`src/rtl/alert_pkg.sv`:
```
package alert_pkg;
  typedef enum logic [1:0] {
    CAUSE_REMOTE_WR = 2'd0,
    CAUSE_LOCAL_WR  = 2'd1,
    CAUSE_EVICT     = 2'd2,
    CAUSE_RSVD      = 2'd3
  } cause_e;

  typedef enum logic {
    ROUTE_REDIRECT = 1'b0,
    ROUTE_IRQ      = 1'b1
  } route_e;

  function automatic route_e pick_route(input logic kernel);
    return kernel ? ROUTE_IRQ : ROUTE_REDIRECT;
  endfunction
endpackage

```
`src/rtl/alert_hdl_reg.sv`:
```
module alert_hdl_reg #(
  parameter int ADDR_W = 16
) (
  input  logic              clk,
  input  logic              rst_n,
  input  logic              set_i,
  input  logic              clr_i,
  input  logic [ADDR_W-1:0] addr_i,
  output logic [ADDR_W-1:0] handler_o,
  output logic              armed_o,
  output logic              release_o
);
  logic [ADDR_W-1:0] hdl_q, hdl_d;
  logic              arm_q, arm_d;
  logic              rel_q, rel_d;
  logic              hdl_en;

  always_comb begin
    hdl_en = set_i && !clr_i;
    hdl_d  = addr_i;
    arm_d  = arm_q;
    if (clr_i)      arm_d = 1'b0;
    else if (set_i) arm_d = 1'b1;
    rel_d  = clr_i;
  end

  always_ff @(posedge clk or negedge rst_n) begin
    if (!rst_n) begin
      hdl_q <= '0;
      arm_q <= 1'b0;
      rel_q <= 1'b0;
    end else begin
      if (hdl_en) hdl_q <= hdl_d;
      arm_q <= arm_d;
      rel_q <= rel_d;
    end
  end

  assign handler_o = hdl_q;
  assign armed_o   = arm_q;
  assign release_o = rel_q;
endmodule

```
`src/rtl/alert_gate.sv`:
```
module alert_gate (
  input  logic clk,
  input  logic rst_n,
  input  logic alert_i,
  input  logic armed_i,
  input  logic clr_i,
  input  logic unmask_i,
  output logic take_o,
  output logic masked_o,
  output logic lost_o
);
  logic mask_q, mask_d;
  logic lost_q, lost_d;
  logic live;

  always_comb begin
    live   = alert_i && armed_i && !clr_i;
    take_o = live && !mask_q;
    if (clr_i) begin
      mask_d = 1'b0;
      lost_d = 1'b0;
    end else begin
      mask_d = take_o || (mask_q && !unmask_i);
      lost_d = (live && mask_q) || (lost_q && !unmask_i);
    end
  end

  always_ff @(posedge clk or negedge rst_n) begin
    if (!rst_n) begin
      mask_q <= 1'b0;
      lost_q <= 1'b0;
    end else begin
      mask_q <= mask_d;
      lost_q <= lost_d;
    end
  end

  assign masked_o = mask_q;
  assign lost_o   = lost_q;
endmodule

```
`src/rtl/alert_capture.sv`:
```
module alert_capture #(
  parameter int ADDR_W  = 16,
  parameter int LINE_W  = 12,
  parameter int CAUSE_W = 2
) (
  input  logic               clk,
  input  logic               rst_n,
  input  logic               take_i,
  input  logic [ADDR_W-1:0]  pc_i,
  input  logic [LINE_W-1:0]  line_i,
  input  logic [CAUSE_W-1:0] cause_i,
  output logic [ADDR_W-1:0]  pc_o,
  output logic [LINE_W-1:0]  line_o,
  output logic [CAUSE_W-1:0] cause_o
);
  localparam int REC_W = ADDR_W + LINE_W + CAUSE_W;
  logic [REC_W-1:0] rec_q, rec_d;

  always_comb rec_d = {pc_i, line_i, cause_i};

  always_ff @(posedge clk or negedge rst_n) begin
    if (!rst_n)      rec_q <= '0;
    else if (take_i) rec_q <= rec_d;
  end

  assign pc_o    = rec_q[REC_W-1 -: ADDR_W];
  assign line_o  = rec_q[CAUSE_W +: LINE_W];
  assign cause_o = rec_q[CAUSE_W-1:0];
endmodule

```
`src/rtl/alert_route.sv`:
```
module alert_route
  import alert_pkg::*;
#(
  parameter int ADDR_W = 16
) (
  input  logic              clk,
  input  logic              rst_n,
  input  logic              take_i,
  input  logic              kernel_i,
  input  logic [ADDR_W-1:0] handler_i,
  input  logic              ack_i,
  output logic              redir_vld_o,
  output logic [ADDR_W-1:0] redir_pc_o,
  output logic              irq_o
);
  route_e            way;
  logic              rv_q, rv_d;
  logic [ADDR_W-1:0] rpc_q;
  logic              irq_q, irq_d;
  logic              rpc_en;

  always_comb begin
    way    = pick_route(kernel_i);
    rv_d   = take_i && (way == ROUTE_REDIRECT);
    rpc_en = rv_d;
    irq_d  = (take_i && (way == ROUTE_IRQ)) || (irq_q && !ack_i);
  end

  always_ff @(posedge clk or negedge rst_n) begin
    if (!rst_n) begin
      rv_q  <= 1'b0;
      rpc_q <= '0;
      irq_q <= 1'b0;
    end else begin
      rv_q  <= rv_d;
      irq_q <= irq_d;
      if (rpc_en) rpc_q <= handler_i;
    end
  end

  assign redir_vld_o = rv_q;
  assign redir_pc_o  = rpc_q;
  assign irq_o       = irq_q;
endmodule

```
`src/rtl/alert_dispatch.sv`:
```
module alert_dispatch #(
  parameter int ADDR_W  = 16,
  parameter int LINE_W  = 12,
  parameter int CAUSE_W = 2
) (
  input  logic               clk,
  input  logic               rst_n,
  input  logic               set_hdl_i,
  input  logic [ADDR_W-1:0]  hdl_addr_i,
  input  logic               clr_hdl_i,
  input  logic               unmask_i,
  input  logic [ADDR_W-1:0]  cur_pc_i,
  input  logic               kernel_i,
  input  logic               alert_vld_i,
  input  logic [LINE_W-1:0]  alert_line_i,
  input  logic [CAUSE_W-1:0] alert_cause_i,
  input  logic               irq_ack_i,
  output logic               redir_vld_o,
  output logic [ADDR_W-1:0]  redir_pc_o,
  output logic               irq_o,
  output logic [ADDR_W-1:0]  handler_o,
  output logic               armed_o,
  output logic               masked_o,
  output logic               lost_o,
  output logic [ADDR_W-1:0]  saved_pc_o,
  output logic [LINE_W-1:0]  desc_line_o,
  output logic [CAUSE_W-1:0] desc_cause_o,
  output logic               release_all_o
);
  logic take;

  alert_hdl_reg #(.ADDR_W(ADDR_W)) u_hdl (
    .clk(clk), .rst_n(rst_n), .set_i(set_hdl_i), .clr_i(clr_hdl_i),
    .addr_i(hdl_addr_i), .handler_o(handler_o), .armed_o(armed_o),
    .release_o(release_all_o)
  );

  alert_gate u_gate (
    .clk(clk), .rst_n(rst_n), .alert_i(alert_vld_i), .armed_i(armed_o),
    .clr_i(clr_hdl_i), .unmask_i(unmask_i), .take_o(take),
    .masked_o(masked_o), .lost_o(lost_o)
  );

  alert_capture #(.ADDR_W(ADDR_W), .LINE_W(LINE_W), .CAUSE_W(CAUSE_W)) u_cap (
    .clk(clk), .rst_n(rst_n), .take_i(take), .pc_i(cur_pc_i),
    .line_i(alert_line_i), .cause_i(alert_cause_i), .pc_o(saved_pc_o),
    .line_o(desc_line_o), .cause_o(desc_cause_o)
  );

  alert_route #(.ADDR_W(ADDR_W)) u_route (
    .clk(clk), .rst_n(rst_n), .take_i(take), .kernel_i(kernel_i),
    .handler_i(handler_o), .ack_i(irq_ack_i), .redir_vld_o(redir_vld_o),
    .redir_pc_o(redir_pc_o), .irq_o(irq_o)
  );
endmodule

```
`config.mk`:
```
export PLATFORM = sky130hd
export DESIGN_NAME = alert_dispatch
export DESIGN_NICKNAME = d
export VERILOG_FILES = /design/src/rtl/alert_pkg.sv /design/src/rtl/alert_hdl_reg.sv /design/src/rtl/alert_gate.sv /design/src/rtl/alert_capture.sv /design/src/rtl/alert_route.sv /design/src/rtl/alert_dispatch.sv
export SDC_FILE = /design/constraint.sdc
export NUM_CORES = 1
export LEC_CHECK = 0
export ABC_AREA = 1
export BUFFER_PORTS_ARGS = -buffer_cell sky130_fd_sc_hd__buf_4
export CAP_MARGIN = 15
export CORE_MARGIN = 5
export CORE_UTILIZATION = 50
export DETAILED_ROUTE_END_ITERATION = 8
export PLACE_DENSITY_LB_ADDON = 0.12
export SLEW_MARGIN = 15
export SYNTH_ARGS = -nofsm -noshare
export SYNTH_HDL_FRONTEND = slang
export SYNTH_SLANG_ARGS = --single-unit
```
`constraint.sdc`:
```
create_clock -name clk -period 3.3 [get_ports clk]
set_clock_uncertainty 0.2 [all_clocks]
set_input_delay 0.495 -clock clk [delete_from_list [all_inputs] [get_ports clk]]
set_output_delay 0.495 -clock clk [all_outputs]
set_load 0.01 [all_outputs]
```
# Word-level counts from Yosys, hierarchy flattened
# Index checks and enable logic that the tools add are counted.
dict set report word_totals {
  regBits 68
  in_bits 54
  output_inout_bits 68
  elab_cells 33
}
dict set report classes {
  muxes 5
  bitwise_logic 1
  n_reduce_logical 18
}
# operator count
set op_table {}
lappend op_table {{1-bit logical AND} 10}
lappend op_table {{1-bit two-way mux} 5}
lappend op_table {{1-bit zero test} 4}
lappend op_table {{1-bit logical OR} 3}
lappend op_table {{2-bit nonzero test} 1}
lappend op_table {{1-bit NOT} 1}

# Depth between registers and ports, before layout
dict set report depth {
  depth_word 5
  depth_mapped 6
  mapped_depth_nobuf 5
}

# Hierarchy
# A second synthesis with hierarchy kept.
dict set report hier_totals {
  hier_cells 293
  hier_area_um2 2725.1
}
# mod instances cells_each area_per_inst_um2 seq_area_each_um2
set modules_own_cells {}
lappend modules_own_cells {alert_capture 1 127 1122.3 750.7}
lappend modules_own_cells {alert_route 1 76 748.2 450.4}
lappend modules_own_cells {alert_hdl_reg 1 74 747.0 450.4}
lappend modules_own_cells {alert_gate 1 16 107.6 50.0}

# Worst setup path before layout
# No wires, ideal clock.
dict set report synth_timing {
  kind {input to register}
  start {input alert_vld_i}
  end {register u_cap.rec_q[0]}
  setup_ns 0.117
  t_arrival_ns 1.010
  required_time_ns 2.983
  path_slack_ns 1.973
  cell_stages 6
  n_path_buf 2
  path_cell_list {nand2_1 inv_2 buf_4 buf_4 nand3_1 nand2_1}
}
dict set report synth_via {
  elab_chain_cells 3
}
# item line_no
set synth_rtl {}
lappend synth_rtl {{from (decl)} alert_dispatch.sv:14} ;# input logic alert_vld_i,
lappend synth_rtl {{1-bit logical AND (2 in a row)} alert_gate.sv:17} ;# live = alert_i && armed_i && !clr_i;
lappend synth_rtl {{1-bit logical AND} alert_gate.sv:18} ;# take_o = live && !mask_q;
lappend synth_rtl {{to (signal assigned)} alert_capture.sv:23} ;# else if (take_i) rec_q <= rec_d;
lappend synth_rtl {{to (decl)} alert_capture.sv:17} ;# logic [REC_W-1:0] rec_q, rec_d;
# No other way between the ends.
# A chain may end at the register's enable or synchronous reset.

# Final worst setup path
dict set report layout_timing {
  start {register u_gate.mask_q, in the netlist u_gate.masked_o}
  end {register u_route.irq_q, in the netlist u_route.irq_o}
}
dict set report layout_via {
  elab_chain_cells 4
}
# item line_no
set layout_rtl {}
lappend layout_rtl {{from (decl)} alert_gate.sv:12} ;# logic mask_q, mask_d;
lappend layout_rtl {{from (signal assigned)} alert_gate.sv:33} ;# mask_q <= mask_d;
lappend layout_rtl {{1-bit zero test} alert_gate.sv:18}
lappend layout_rtl {{1-bit logical AND} alert_gate.sv:18}
lappend layout_rtl {{1-bit logical AND} alert_route.sv:26} ;# irq_d = (take_i && (way == ROUTE_IRQ)) || (irq_q && !ack_i);
lappend layout_rtl {{1-bit logical OR} alert_route.sv:26}
lappend layout_rtl {{via u_route.irq_d} alert_route.sv:19} ;# logic irq_q, irq_d;
lappend layout_rtl {{to (signal assigned)} alert_route.sv:36} ;# irq_q <= irq_d;
lappend layout_rtl {{to (decl)} alert_route.sv:19}
# The timed path passes the listed nets, and every way through them passes these cells.

==> metrics.txt <==
area leader, netlist=dfrtp_1; NetSw=0.6954 mW; CP max FO=32; Final Cell Area=3780 µm²; post-synth net total=347; CTS tree=yes; Fin Setup TNS=0 ns; CTS Buf Count=9; setup bufs post-CTS=0; I/O Pins=122; Final ANT Viol Nets=0; n_diodes=0; Net Sw Frac=30.16%; DRC viols=0; clock slew at reported path FFs=0.07 ns; # hold bufs at CTS=0; uppermost layer routed=met4; Static Leak=2.144 nW; Synth cell types=15; vias per inst=4.998; Met1 Wirelength=2808 µm; Mapped Area=2760 µm²; most common cell in the netlist=nand2_1; register area=1702 µm²; met2 routed WL=3365 µm; Post-DP HPWL=4870 µm; largest net degree at the start of global routing=69; r2r endpoint=u_route.irq_o; met3 wire len=603 µm; area grow syn2layout=36.94%; crit path kind=register to register; peak supply drop=0.0003626 V; prevailing post-synth register cell=dfrtp_1; YS warnings=0; status=finished, final reports clean; Synth area leaders=dfrtp_1 (62%), nand2_1 (18%), nand3_1 (8.5%); share of flip-flops with an asynchronous set or reset=100.0%; fmax=420.9 MHz; R2R cell count=3; initial DRC count=92; Longest Clk Path Bufs=2; endpoint class of the critical path=register; nets=462; vias in the first global route=2547; clock power share=26.0%; Routed wire per std cell=14.27 µm; Slew @ Worst Pin=1.026 ns; Placed Area=3611 µm²; largest stage delay on the critical path=0.76 ns; Cell Pwr Density=610.0 nW/µm²; number of I/O port buffers=121; via count=2419; clk_lat worst skew=0.34 ns; DRT Pass-1 Iters=4; area of the multi-input gates=873.3 µm²; startpoint type of the worst setup path=register; Initial Utilization=50.75%; DIE HEIGHT=84.30 µm; Cell Rows=27; final hold vios=0; GRT Util Overall=20.56%; die width=84.30 µm; Internal=1.610 mW; post-synthesis sequential area ratio=61.65%; worst endpoint required time=3.34 ns; Slew Limit Headroom=31.45%; Max Cap Viol=0; post_cts resized=0; critical path's slowest cell=nand2_1; core area=5439 µm²; Worst Hold Class=input pin to async pin; top cell type's share of synthesized area=61.65%; syn_area_per_cell=9.420 µm²; list of most frequent post-synthesis cells=nand2_1 (132), dfrtp_1 (68), nand3_1 (47); Flop pwr share=47.8%; Tcrit/Tclk final=71.99%; max-slew violations=0; full die area=7106 µm²; layout cells sized above 1=34.47%; GRT overflow=0; routability congestion estimate=0.8184; crit path time final=2.376 ns; clk sink count=68; initial antenna violation count=0; Cells after Synth=293; Setup violations, final=0; #FFs+latches synth=68; r2r setup slk=0.92 ns; Layout fillers=457; Post-synth EDFFs=0; WP data arrival=2.41 ns; RSZ-0062 raised after global routing=no; Root Driver=clkbuf_8; Critical R2R Launch=u_gate.masked_o; CP cell instances=nor2_4 -> nand2_1 -> o21ai_0; final wirelength=6905 µm; global-route wire length before repair=11680 µm; Combinational Power Share=26.2%; CTS H-Tree Depth=3
[placed cells by master (no fill, tap or decap)]
cell type  netlist  layout
nand3_1         47      47
inv_1            3       3
dfrtp_1         68      68
nor2_4           1       1
nand3_2          1       1
o21ai_0          1       1
clkbuf_1         0       2
clkinv_2         0       2
nand4_1         16      16
clkbuf_8         0      11
buf_4            8     123
nand2_1        132     132
inv_2            3       3
a21oi_1          1       1
nand2_4          1       1
[worst max-delay path by stage]
stage	start	end	slack [ns]
2_1_floorplan	alert_vld_i	u_cap.rec_q[0]	1.97
3_3_place_gp	clr_hdl_i	u_route.irq_o	0.79
3_5_place_dp	clr_hdl_i	u_route.irq_o	0.72
4_1_cts	u_gate.masked_o	u_route.irq_o	0.87
5_1_grt	u_gate.masked_o	u_route.irq_o	0.65
6_report	u_gate.masked_o	u_route.irq_o	0.92
[per-stage QoR]
stage / setup WS (ns) / hold slack, ns / cells / power, mW / util (%)
final: 0.9242 / 0.04103 / 484 / 2.306 / 69.50
after global routing: 0.6451 / 0.09428 / 484 / 2.446 / 69.50
after CTS: 0.8656 / 0.08233 / 484 / 2.333 / 69.50
after detailed placement: 0.7247 / 0.2602 / 469 / 1.734 / 66.39
after global placement: 0.7886 / 0.2548 / 469 / 1.712 / 66.39
after floorplan: 1.973 / -0.0005910 / 293 / 1.362 / -
[logic make-up (layout without fill, tap and decap cells)]
family,Yosys count,in the layout,synth area share [%]
compound gates,2,2,0.3623
buf+inv,25,144,6.709
simple gates,198,198,31.28
flops,68,68,61.65
[area by class of cell]
| cell class | count | area share, % |
|---|---|---|
| timing repair buffer | 123 | 24.43 |
| inverter | 6 | 0.5958 |
| multi-input combinational | 200 | 23.10 |
| tap | 72 | 2.383 |
| clock inverter | 2 | 0.2648 |
| sequential | 68 | 45.02 |
| clock buffer | 13 | 4.204 |
[flip-flops by register name, summed over array words and instances, names as in the netlist]
name,count
u_route.redir_vld_o,1
u_hdl.armed_o,1
u_gate.masked_o,1
u_route.redir_pc_o,16
u_hdl.release_o,1
u_hdl.handler_o,16
u_gate.lost_o,1
u_route.irq_o,1
u_cap.rec_q,30
[critical path: cells and delay by family (launching register included)]
family	cells	cell delay, ns
simple gates	2	1.25
flops	1	0.43
compound gates	1	0.38
[per-layer routing]
metal  track usage, %  up-vias
met5                0        -
met4            9.211        0
met3            6.379       10
met2            35.37       92
met1            23.47     1140
li1                 -     1177
[power by group through the flow]
stage	Combinational, mW	Clock (mW)	Sequential, mW
after floorplan	0.181	0	1.18
after global placement	0.600	0	1.11
after detailed placement	0.618	0	1.12
after CTS	0.618	0.613	1.10
after global routing	0.674	0.650	1.12
final	0.605	0.600	1.10
No activity file was read; power rests on OpenSTA's default activity.
